==> src/rtl/ksplit_pkg.sv <==
package ksplit_pkg;
  // Position class of the beat currently on the input
  typedef struct packed {
    logic low_half;    // beat belongs to the first half of the polynomial
    logic coef_start;  // least significant limb of a coefficient
    logic poly_start;  // beat 0 of the polynomial
    logic sum_start;   // first beat of the upper half
  } beat_tag_t;
endpackage

==> src/rtl/ksplit_beat_ctr.sv <==
module ksplit_beat_ctr
  import ksplit_pkg::*;
#(
  parameter int N_COEF = 8,
  parameter int LIMBS  = 5
) (
  input  logic clk,
  input  logic rst_n,
  input  logic in_valid,
  input  logic in_first,
  output logic [((N_COEF*LIMBS/2) > 1 ? $clog2(N_COEF*LIMBS/2) : 1)-1:0] pos,
  output beat_tag_t tag
);
  localparam int TOTAL = N_COEF * LIMBS;
  localparam int HALF  = TOTAL / 2;
  localparam int CW    = (TOTAL > 1) ? $clog2(TOTAL) : 1;
  localparam int PW    = (HALF > 1) ? $clog2(HALF) : 1;
  localparam int LW    = (LIMBS > 1) ? $clog2(LIMBS) : 1;
  localparam logic [CW-1:0] LAST_BEAT = CW'(TOTAL - 1);
  localparam logic [CW-1:0] HALF_BEAT = CW'(HALF);
  localparam logic [LW-1:0] LAST_LIMB = LW'(LIMBS - 1);

  logic [CW-1:0] cnt_q, idx;
  logic [LW-1:0] lcnt_q, limb;
  logic          upper;

  // A marked beat restarts the framing
  always_comb begin
    idx   = in_first ? '0 : cnt_q;
    limb  = in_first ? '0 : lcnt_q;
    upper = (idx >= HALF_BEAT);
    pos   = upper ? PW'(idx - HALF_BEAT) : PW'(idx);
    tag.low_half   = !upper;
    tag.coef_start = (limb == '0);
    tag.poly_start = (idx == '0);
    tag.sum_start  = (idx == HALF_BEAT);
  end

  always_ff @(posedge clk) begin
    if (!rst_n) begin
      cnt_q  <= '0;
      lcnt_q <= '0;
    end else if (in_valid) begin
      cnt_q  <= (idx == LAST_BEAT) ? '0 : idx + CW'(1);
      lcnt_q <= (limb == LAST_LIMB) ? '0 : limb + LW'(1);
    end
  end

  assert_idle_holds_R8: assert property (@(posedge clk) disable iff (!rst_n)
    !in_valid |=> $stable(cnt_q) && $stable(lcnt_q));
  assert_ctr_range_R9: assert property (@(posedge clk) disable iff (!rst_n)
    (cnt_q <= LAST_BEAT) && (lcnt_q <= LAST_LIMB));
endmodule

==> src/rtl/ksplit_ring.sv <==
module ksplit_ring #(
  parameter int W     = 27,
  parameter int DEPTH = 20,
  localparam int AW   = (DEPTH > 1) ? $clog2(DEPTH) : 1
) (
  input  logic          clk,
  input  logic          rst_n,
  input  logic          we,
  input  logic [AW-1:0] addr,
  input  logic [W-1:0]  wdata,
  output logic [W-1:0]  rdata
);
  // Written in address order during the low half, read back at the
  // same addresses during the high half: first in, first out.
  logic [W-1:0] mem [DEPTH];

  always_ff @(posedge clk) begin
    if (we) mem[addr] <= wdata;
  end

  assign rdata = mem[addr];

  assert_addr_range_R4: assert property (@(posedge clk) disable iff (!rst_n)
    we |-> (int'(addr) < DEPTH));
endmodule

==> src/rtl/ksplit_limb_adder.sv <==
module ksplit_limb_adder #(
  parameter int W = 27
) (
  input  logic         clk,
  input  logic         rst_n,
  input  logic         en,
  input  logic         first_limb,
  input  logic [W-1:0] a,
  input  logic [W-1:0] b,
  output logic [W-1:0] sum
);
  // {carry_out, limb_sum} of one limb step
  function automatic logic [W:0] limb_step(input logic [W-1:0] x,
                                           input logic [W-1:0] y,
                                           input logic         cin);
    return {1'b0, x} + {1'b0, y} + {{W{1'b0}}, cin};
  endfunction

  logic         carry_q;
  logic         cin_used;
  logic [W:0]   step;

  assign cin_used = first_limb ? 1'b0 : carry_q;   // no carry across coefficients
  assign step     = limb_step(a, b, cin_used);
  assign sum      = step[W-1:0];

  always_ff @(posedge clk) begin
    if (!rst_n)  carry_q <= 1'b0;
    else if (en) carry_q <= step[W];
  end

  assert_carry_idle_R8: assert property (@(posedge clk) disable iff (!rst_n)
    !en |=> $stable(carry_q));
endmodule

==> src/rtl/ksplit_stage.sv <==
module ksplit_stage
  import ksplit_pkg::*;
#(
  parameter int LIMB_W = 27,
  parameter int LIMBS  = 5,
  parameter int N_COEF = 8
) (
  input  logic              clk,
  input  logic              rst_n,
  input  logic              in_valid,
  input  logic              in_first,
  input  logic [LIMB_W-1:0] in_limb,
  output logic              pass_valid,
  output logic              pass_first,
  output logic [LIMB_W-1:0] pass_limb,
  output logic              sum_valid,
  output logic              sum_first,
  output logic [LIMB_W-1:0] sum_limb
);
  localparam int HALF_BEATS = N_COEF * LIMBS / 2;
  localparam int PW         = (HALF_BEATS > 1) ? $clog2(HALF_BEATS) : 1;

  beat_tag_t         tag;
  logic [PW-1:0]     pos;
  logic [LIMB_W-1:0] low_limb;
  logic [LIMB_W-1:0] add_limb;
  logic              beat_push;   // low-half beat stored
  logic              beat_pop;    // high-half beat combined

  ksplit_beat_ctr #(.N_COEF(N_COEF), .LIMBS(LIMBS)) u_ctr (
    .clk(clk), .rst_n(rst_n), .in_valid(in_valid), .in_first(in_first),
    .pos(pos), .tag(tag)
  );

  assign beat_push = in_valid & tag.low_half;
  assign beat_pop  = in_valid & ~tag.low_half;

  ksplit_ring #(.W(LIMB_W), .DEPTH(HALF_BEATS)) u_ring (
    .clk(clk), .rst_n(rst_n), .we(beat_push), .addr(pos),
    .wdata(in_limb), .rdata(low_limb)
  );

  ksplit_limb_adder #(.W(LIMB_W)) u_add (
    .clk(clk), .rst_n(rst_n), .en(beat_pop), .first_limb(tag.coef_start),
    .a(low_limb), .b(in_limb), .sum(add_limb)
  );

  always_ff @(posedge clk) begin
    if (!rst_n) begin
      pass_valid <= 1'b0;
      pass_first <= 1'b0;
      pass_limb  <= '0;
      sum_valid  <= 1'b0;
      sum_first  <= 1'b0;
      sum_limb   <= '0;
    end else begin
      pass_valid <= in_valid;
      pass_first <= in_valid & tag.poly_start;
      if (in_valid) pass_limb <= in_limb;
      sum_valid  <= beat_pop;
      sum_first  <= beat_pop & tag.sum_start;
      if (beat_pop) sum_limb <= add_limb;
    end
  end

  assert_sum_needs_pass_R3: assert property (@(posedge clk) disable iff (!rst_n)
    sum_valid |-> pass_valid);
  assert_pass_latency_R2: assert property (@(posedge clk) disable iff (!rst_n)
    in_valid |=> pass_valid && (pass_limb == $past(in_limb)));
  assert_idle_quiet_R8: assert property (@(posedge clk) disable iff (!rst_n)
    !in_valid |=> !pass_valid && !sum_valid);
  assert_sum_first_valid_R6: assert property (@(posedge clk) disable iff (!rst_n)
    sum_first |-> sum_valid);
  assert_pass_first_valid_R6: assert property (@(posedge clk) disable iff (!rst_n)
    pass_first |-> pass_valid);
  assert_markers_apart_R6: assert property (@(posedge clk) disable iff (!rst_n)
    $onehot0({pass_first, sum_first}));
endmodule

==> config.mk <==
export PLATFORM = sky130hd
export DESIGN_NAME = ksplit_stage
export DESIGN_NICKNAME = d
export VERILOG_FILES = /design/src/rtl/ksplit_pkg.sv /design/src/rtl/ksplit_beat_ctr.sv /design/src/rtl/ksplit_ring.sv /design/src/rtl/ksplit_limb_adder.sv /design/src/rtl/ksplit_stage.sv
export SDC_FILE = /design/constraint.sdc
export NUM_CORES = 1
export LEC_CHECK = 0
export ABC_CLOCK_PERIOD_IN_PS = 11000
export BUFFER_PORTS_ARGS = -buffer_cell sky130_fd_sc_hd__buf_2
export CORE_MARGIN = 5
export CORE_UTILIZATION = 55
export CTS_CLUSTER_SIZE = 20
export DETAILED_ROUTE_END_ITERATION = 10
export HOLD_SLACK_MARGIN = 0.1
export PLACE_DENSITY = 0.72
export SLEW_MARGIN = 5
export SYNTH_ARGS = -nofsm -noshare
export SYNTH_HDL_FRONTEND = slang
export SYNTH_SLANG_ARGS = --single-unit
==> constraint.sdc <==
create_clock -name clk -period 11 [get_ports clk]
set_clock_uncertainty 0.15 [all_clocks]
set_input_delay 1.65 -clock clk [delete_from_list [all_inputs] [get_ports clk]]
set_output_delay 1.65 -clock clk [all_outputs]
set_load 0.02 [all_outputs]
# Word level (Yosys, flattened, before mapping)
# Memory sizes are Yosys's and may differ from the RTL's.
# Cells that the tools add are included.
[word_totals]
output_inout_bits = 58
regBits = 68
memories = 1
ramBits = 540
wordCells = 34
[classes]
eq_ne = 3
reduce_logical = 3
bitwise_logic = 4
n_mux = 8
magnitude_cmp = 1
add_sub_neg = 5
[memory_table]
columns = ["name", "depth", "word_bits", "rd", "rd_ports_with_merged_regs", "write_ports", "line", "text"]
rows = [
  ["u_ring.mem", 20, 27, 1, 0, 1, "ksplit_ring.sv:15", "logic [W-1:0] mem [DEPTH];"],
]
[ops]
columns = ["operator", "n"]
rows = [
  ["adder 27 x 27 -> 28 bit", 1],
  ["adder 28 x 1 -> 28 bit", 1],
  ["2-to-1 mux 6 bit", 2],
  ["adder 6 x 1 -> 6 bit (second input constant)", 1],
  ["equality test 6 x 5 -> 1 bit (second input constant)", 1],
  ["equality test 6 bit (second input constant)", 1],
  ["greater-or-equal comparator 6 x 5 -> 1 bit (second input constant)", 1],
  ["zero test 6 bit", 1],
  ["2-to-1 mux 3 bit", 2],
  ["2-to-1 mux 5 bit", 1],
  ["subtractor 5 bit (second input constant)", 1],
  ["bitwise AND 1 bit", 4],
  ["adder 3 x 1 -> 3 bit (second input constant)", 1],
  ["equality test 3 bit (second input constant)", 1],
  ["zero test 3 bit", 1],
  ["2-to-1 mux 1 bit", 3],
  ["zero test 1 bit", 1],
]

# Longest topological paths before layout
# Gate-level depths: netlist (run 1).
[logic_depth]
word_depth = 6
depth_mapped = 26

# Modules after synthesis
# A second synthesis (run 1) with hierarchy kept.
[unflattened]
hier_cells = 1628
hier_area_um2 = 25345.6
[modules_own_cells]
columns = ["module", "n_inst", "cells_each", "area_per_inst_um2", "seq_area_each_um2"]
rows = [
  ["ksplit_ring", 1, 1097, 20787.4, 16215.6],
  ["ksplit_stage", 1, 216, 2232.1, 1161.1],
  ["ksplit_limb_adder", 1, 231, 1706.6, 20.0],
  ["ksplit_beat_ctr", 1, 84, 619.3, 180.2],
]

# Worst setup path before layout (run 1)
# OpenSTA, ideal clock, no wires.
[synth_path]
path_type = "input to register"
from = "input port in_first"
to = "register sum_limb[10]"
path_buffers = 6
arrival_ns = 6.067
stages = 26
setup_slack_ns = 4.662
path_cell_list = "buf_4 inv_2 nand2_2 buf_2 buf_2 buf_2 ha_1 a21bo_1 a21oi_4 or2_1 buf_6 a31oi_1 or2_4 buf_6 o22ai_2 a211o_1 fa_1 inv_1 fa_1 a211oi_2 o21ai_2 a31o_1 a211o_1 a31oi_1 xor2_1 o21ai_1"
[synth_via]
elab_chain_len = 6
[synth_rtl]
columns = ["element", "line", "text"]
rows = [
  ["start, declared", "ksplit_stage.sv:11", "input logic in_first,"],
  ["2-to-1 mux 6 bit", "ksplit_beat_ctr.sv:29", "idx = in_first ? '0 : cnt_q;"],
  ["subtractor 5 bit or greater-or-equal comparator 6 x 5 -> 1 bit (tied branches)", "ksplit_beat_ctr.sv:32, ksplit_beat_ctr.sv:31", ""],
  ["2-to-1 mux 5 bit", "ksplit_beat_ctr.sv:32", "pos = upper ? PW'(idx - HALF_BEAT) : PW'(idx);"],
  ["memory read (20 x 27 bit)", "-", ""],
  ["adder 27 x 27 -> 28 bit", "ksplit_limb_adder.sv:16", "return {1'b0, x} + {1'b0, y} + {{W{1'b0}}, cin};"],
  ["adder 28 x 1 -> 28 bit", "ksplit_limb_adder.sv:16", ""],
  ["end signal, assigned", "ksplit_stage.sv:62", "if (beat_pop) sum_limb <= add_limb;"],
  ["end, declared", "ksplit_stage.sv:18", "output logic [LIMB_W-1:0] sum_limb"],
]
# Parallel ways exist; a longest one is shown, timed or not.
# A chain may end at the register's enable or synchronous reset.

# Worst setup path after layout (run 1)
[layout_path]
from = "input port in_first"
to = "register sum_limb[24]"
# Same word-level chain as after synthesis.

==> metrics.txt, run 1 <==
clock network latency to the later pin of the worst-skew pair=0.61 ns; most frequent cell after synthesis=edfxtp_1; DP Wirelength=35.5 mm; gp weighted congestion=approximately 0.94; biggest area contributors in the synthesized netlist=edfxtp_1 (63%), dfxtp_1 (5.3%), nand2_1 (4.7%); distinct cell type count after synthesis=77; endpoints failing setup=0; Antenna Cells=0; Die Footprint=a little over 50,000 µm²; static leakage power=9.67 nW; area overhead of the layout relative to synthesis=11.0%; most common flop cell mapped by yosys=edfxtp_1; category of the most critical setup path=in -> reg; Hold Path Cell Cnt=2; Worst EP arrival=7.04 ns; period utilisation layout=60.5%; Reg-to-Reg End=sum_limb[24]; max_cap viols=0; worst min path class=reg -> reg; post-synth top area share=63.5%; timing-limited maximum frequency=between 0.15 and 0.2 GHz; final core utilization=61.3%; area used by multi-input combinational logic=7520 µm²; critical-path maximum fanout=44; kind of start point of the critical path=input pin; result of the run=complete, no violations; Critical R2R Launch=u_ctr.cnt_q[2]; count of warnings emitted by yosys=0; proportion of register bits with asynchronous set or reset after synthesis=0%; Layout fillers=about 3.4k; clock-pin slew on the worst setup and hold paths=~0.060 ns; worst hold-check slack=0.303 ns; most frequent cells after synthesis=edfxtp_1 (540), nand2_1 (321), a31oi_1 (116); final hold vios=0; DRC errors left=0; Cell Area, Synth=25,600 µm²; sum of overflow across all layers after global routing=0; cells resized by post-CTS repair=0; share of post-route cells with drive strength above 1=14.8%; number of post-CTS setup repair buffers=0; count of flip-flops with a built-in enable after synthesis=540; via count of the first global-routing pass=15.4k; time the final worst path needs with I/O delays and setup=6.65 ns; placed instance count=2,529; area of the core=about 46,000 µm²; number of iterations in the first detailed-routing pass=7; clock buffer count from CTS=59; final net count=2,052; number of storage elements in the synthesis netlist=608; Post-Synthesis Net Count=2,006; biggest area consumer among synthesized cells=edfxtp_1; root buf cell=clkbuf_16; wire length per cell=approximately 24 µm; width of the die=between 200 and 250 µm; I/O pins=89; number of buffers on the longest clock path=3; CP required=11.39 ns; Setup TNS Final=0 ns; antenna-violating nets left=0; Max Slew Vio Count=0; Via-to-Cell Ratio=between 6 and 7; number of vias in the routed layout=16.2k; largest net degree at the start of global routing=100; number of buffers added to fix hold violations after cts=0; H-tree level count=2; Vert. Die Dim=226 µm; TritonCTS clock tree=built; start point of the worst min-delay path=sum_limb[11]; area of all sequential standard cells=~18,000 µm²; hold-critical path endpoint=sum_limb[11]; wire length of the first global-routing pass=93.4 mm; average cell area after synthesis=about 13 µm²; power per unit of standard cell area=approximately 170 nW/µm²; sequential element share of the synthesized area=68.8%; Worst-Margin Slew=~1.2 ns; Total Routing Usage GR=24.0%; port buffer count=88; Syn Inst Count=1,937; Register-to-Register Path Depth=18; initial standard-cell utilization of the core=55.2%; violation count after the first detailed-routing iteration=2,124; number of rows created at floorplan=79; Max IR drop VDD=123 µV; flop-to-flop setup slack=5.36 ns; number of standard cells in the layout, taps in and fillers out=2,637; clk sink count=roughly 610; Critical Path End Type=flop; DRT Wirelength=62.2 mm; Relative slew margins=18.1%; RSZ-0062 raised after global routing=false; antenna violations before repair=1
## flip-flops by register name, indices dropped and copies added, names as in the netlist
signal,count
u_ring.mem,540
pass_limb,27
sum_limb,27
u_ctr.cnt_q,6
u_ctr.lcnt_q,3
pass_first,1
pass_valid,1
sum_first,1
sum_valid,1
u_add.carry_q,1
## power by group
part | total [mW] | internal [mW] | switching, mW
Clock | 1.92 | 1.09 | 0.830
Combinational | 0.358 | 0.114 | 0.245
Sequential | 2.53 | 2.53 | 0.00629
Total | 4.81 | 3.73 | 1.08
## layout by cell type (no fill, tap or decap), types with 6 or more instances in the layout
master and count:
edfxtp_1 540, nand2_1 321, a31oi_1 116, a211oi_1 113, nor2b_1 109, buf_2 88
dfxtp_1 67, nor2_1 63, clkbuf_16 61, nand3_1 53, o22ai_1 52, o21ai_0 45
ha_1 36, mux2i_1 35, a21oi_1 29, mux2_2 28, a211oi_2 26, nor2_4 20
buf_4 20, inv_1 17, clkinv_2 15, nor3_1 14, clkinv_1 14, xnor2_1 10
clkbuf_1 10, and3_1 9, a21o_1 9, xor2_1 8, o211ai_1 6
## cells by family after synthesis
group	Yosys count	synth area share, %
muxes	63	2.60
and+or+nand+nor	620	11.1
xor gates and xnor gates	18	0.617
adders and majority gates	38	1.92
DFF	608	68.8
AOI/OAI and AO/OA	445	12.5
buffers and inverters	145	2.54
## per-layer routing
layer / vias up / GRT usage [%] / share of wire [%]
met2: 769 / 38.3 / 47
met5: - / 0 / 0
met1: 7950 / 35.1 / 42
li1: 7419 / - / -
met4: 0 / 6.44 / 2.4
met3: 102 / 3.67 / 8.5
## worst max-delay path by stage
stage,from,endpoint,slack (ns),cells past startpoint
floorplan,in_first,sum_limb[10],4.66,26
global placement,in_first,sum_limb[26],4.05,21
detailed placement,in_first,sum_limb[26],3.93,22
CTS,in_first,sum_limb[24],4.54,20
global route,in_first,sum_limb[24],4.16,20
finish,in_first,sum_limb[24],4.35,20
## cell type report
class / instances / area share [%]
flip-flops and latches: 608 / 62.0
multi-input cells: 1184 / 26.5
clock buffers: 76 / 5.75
well taps: 607 / 2.68
repair buffers: 108 / 2.08
clock inverters: 32 / 0.706
inverters: 22 / 0.300
## worst max-delay path, cell delays in order
cell and delay [ns]:
buf_2 0.23, nand2b_4 0.37, buf_4 0.54, ha_1 0.33
a21bo_1 0.17, a21oi_4 0.08, nor2_2 0.28, nor3_1 0.14
o21ai_4 0.18, buf_4 0.46, o22ai_1 0.21, a211oi_2 0.39
ha_1 0.38, and4_4 0.23, a21oi_2 0.20, a31o_4 0.20
a31oi_1 0.11, a211o_1 0.35, a221oi_2 0.28, mux2i_1 0.20
## stage by stage
step                power [mW]  cell area (µm²)  worst slack, ns
floorplan                 2.81            25600             4.66
global placement          2.93            26500             4.05
detailed placement        2.94            26500             3.93
CTS                       4.83            28400             4.54
global route              4.96            28400             4.16
finish                    4.81            28400             4.35
Power figures use the tool's default switching activity.
==> run 2: changes to the inputs <==
ABC_CLOCK_PERIOD_IN_PS = 5600   (was 11000)
PLACE_DENSITY = 0.75   (was 0.72)
clock period = 5.6 ns   (was 11 ns; I/O delays follow)
==> run 2 against run 1 <==
Against the previous run:
- first-iteration DRC count down 3.3%
- cell count rose by 1.2%
- via count up 2.8%
- critical path depth unchanged
- register-to-register slack got worse by 4.5 ns
- power is 100% higher
- highest routed layer unchanged
- largest cell class unchanged
==> metrics.txt, run 2 (same netlist as run 1, synthesis figures left out) <==
Relative slew margins=20.6% (was 18.1%); area of the core=46,300 µm² (unchanged); final design instance area without fill=28,800 µm² (was 28,400 µm²); power per unit of standard cell area=334 nW/µm² (was 169 nW/µm²); clock-pin slew on the worst setup and hold paths=0.06 ns (about the same); flop-to-flop setup slack=0.85 ns (was 5.36 ns); most frequent standard cell in the layout excluding fill and tap cells=edfxtp_1 (unchanged); max FFs per register=540 (unchanged); Setup TNS Final=0 ns (unchanged); area overhead of the layout relative to synthesis=12.7% (was 11.0%); Reg-to-Reg End=sum_limb[24] (unchanged); antenna violations before repair=0 (was 1); category of the most critical setup path=in -> reg (unchanged); H-tree level count=2 (unchanged); Worst-Margin Slew=1.19 ns (was 1.23 ns); Max IR drop VDD=260 µV (was 123 µV); kind of start point of the critical path=input pin (unchanged); critical-path maximum fanout=13 (was 44); registers with the most flip-flops=u_ring.mem: 540 flops, pass_limb: 27 flops, sum_limb: 27 flops (unchanged); number of standard cells in the layout, taps in and fillers out=2,669 (was 2,637); most frequent cells in the layout=edfxtp_1 (540), nand2_1 (321), a31oi_1 (116) (unchanged); gp weighted congestion=0.895 (was 0.940); number of buffers on the longest clock path=3 (unchanged); sw frac=22.3% (was 22.5%); violation count after the first detailed-routing iteration=2,054 (was 2,124); Layout fillers=3,331 (was 3,382); endpoints failing setup=0 (unchanged); Routed met3 length=6.72 mm (was 5.30 mm); Vert. Die Dim=226 µm (unchanged); DRC errors left=0 (unchanged); metal1 wirelength=27.0 mm (was 26.2 mm); I/O pins=89 (unchanged); met2 routed WL=29.6 mm (was 29.1 mm); antenna-violating nets left=0 (unchanged); Worst EP arrival=5.25 ns (was 7.04 ns); Int Pwr=7.47 mW (was 3.73 mW); setup slack after placement=0.213 ns (was 3.93 ns); time the final worst path needs with I/O delays and setup=slightly below 5 ns; top routing layer in use=met4 (unchanged); CP required=5.98 ns (was 11.39 ns); register with the highest flop count=u_ring.mem (unchanged); number of rows created at floorplan=79 (unchanged); Antenna Cells=0 (unchanged); via count of the first global-routing pass=16.1k (was 15.4k); largest net degree at the start of global routing=210 (was 100); timing-limited maximum frequency=0.205 GHz; portion of total power attributed to combinational logic=7.6% (was 7.4%); RSZ-0062 raised after global routing=false (unchanged); share of post-route cells with drive strength above 1=16.1% (was 14.8%); end point of the critical path=sum_limb[24] (unchanged); Via-to-Cell Ratio=6.25 (was 6.16); number of post-CTS setup repair buffers=0 (unchanged); wire length of the first global-routing pass=98.7 mm (was 93.4 mm); clock network latency to the later pin of the worst-skew pair=0.60 ns (was 0.61 ns); static leakage power=9.91 nW (was 9.67 nW); clock buffer count from CTS=58 (was 59); period utilisation layout=86.9%; DRT Wirelength=65.1 mm (was 62.2 mm); cells resized by post-CTS repair=0 (unchanged); Die Footprint=50,900 µm² (unchanged); port buffer count=88 (unchanged); final hold vios=0 (unchanged); Placed Instance Area=26,900 µm² (was 26,500 µm²); clk sink count=608 (unchanged); number of iterations in the first detailed-routing pass=8 (was 7); result of the run=complete, no violations (unchanged); sequential share of power=51.8% (was 52.7%); max_cap viols=0 (unchanged); number of vias in the routed layout=16.7k (was 16.2k); Critical R2R Launch=u_ctr.cnt_q[2] (unchanged); proportion of power drawn by the clock network=40.6% (was 39.8%); number of buffers added to fix hold violations after cts=0 (unchanged); crit path from=in_first (unchanged); worst min path class=reg -> reg (unchanged); worst setup margin=0.733 ns (was 4.35 ns); Register-to-Register Path Depth=19 (was 18); placed instance count=2,560 (was 2,529); TritonCTS clock tree=built (unchanged); DP Wirelength=39.9 mm (was 35.5 mm); Max Slew Vio Count=0 (unchanged); Critical Path End Type=flop (unchanged); wire length per cell=24.4 µm (was 23.6 µm); sum of overflow across all layers after global routing=0 (unchanged); root buf cell=clkbuf_16 (unchanged); Total Routing Usage GR=25.3% (was 24.0%); width of the die=226 µm (unchanged); worst hold-check slack=0.295 ns (was 0.303 ns); initial standard-cell utilization of the core=55.2% (unchanged); final net count=2,082 (was 2,052); net switching power=2.14 mW (was 1.08 mW)
run 2: how the worst min path moves through the flow:
| stage | startpoint | end | depth (start not counted) |
|---|---|---|---|
| global route | sum_limb[11] | sum_limb[11] | 2 |
| global placement | sum_limb[11] | sum_limb[11] | 2 |
| finish | sum_limb[11] | sum_limb[11] | 2 |
| floorplan | u_ctr.lcnt_q[1] | u_ctr.lcnt_q[1] | 2 |
| CTS | sum_limb[11] | sum_limb[11] | 2 |
| detailed placement | sum_limb[11] | sum_limb[11] | 2 |
run 2: worst max-delay path, cell delays in order:
cell and delay, ns:
buf_2 0.18, inv_2 0.20, nand2_1 0.16, ha_1 0.25, a21bo_1 0.22, a21oi_4 0.08
or2_1 0.30, a31oi_1 0.24, or2_4 0.25, buf_4 0.31, o22ai_1 0.15, a211oi_2 0.18
ha_1 0.32, and4_4 0.25, a21oi_2 0.19, a31o_4 0.20, a31oi_1 0.09, a211o_1 0.33
a221oi_2 0.29, mux2i_1 0.23
run 2: cell type report:
cell class	instances	area (µm²)	area share, %
timing repair buffer	139	923	3.21
clock inverter	22	160	0.556
sequential	608	17600	61.0
clock buffer	87	1770	6.15
multi-input combinational	1184	7520	26.1
tap	607	759	2.64
inverter	22	85.1	0.295
run 2: metal layers:
metal  up-vias  global-route usage [%]
met4         0                    7.75
met5         -                       0
met2       879                    38.5
li1       7479                       -
met1      8213                    37.0
met3       122                    5.86
run 2: through the flow:
stage / util (%) / power, mW
6_report: 62.3 / 9.61
3_3_place_gp: 58.1 / 5.78
4_1_cts: 62.3 / 9.65
5_1_grt: 62.3 / 9.91
2_1_floorplan: - / 5.53
3_5_place_dp: 58.1 / 5.79
run 2: power by group through the flow:
stage          Combinational (mW)  Clock [mW]  Sequential, mW
2_1_floorplan               0.439           0            5.09
3_3_place_gp                0.704           0            5.07
3_5_place_dp                0.716           0            5.07
4_1_cts                     0.719        3.95            4.98
5_1_grt                     0.787        4.14            4.98
6_report                    0.729        3.91            4.98
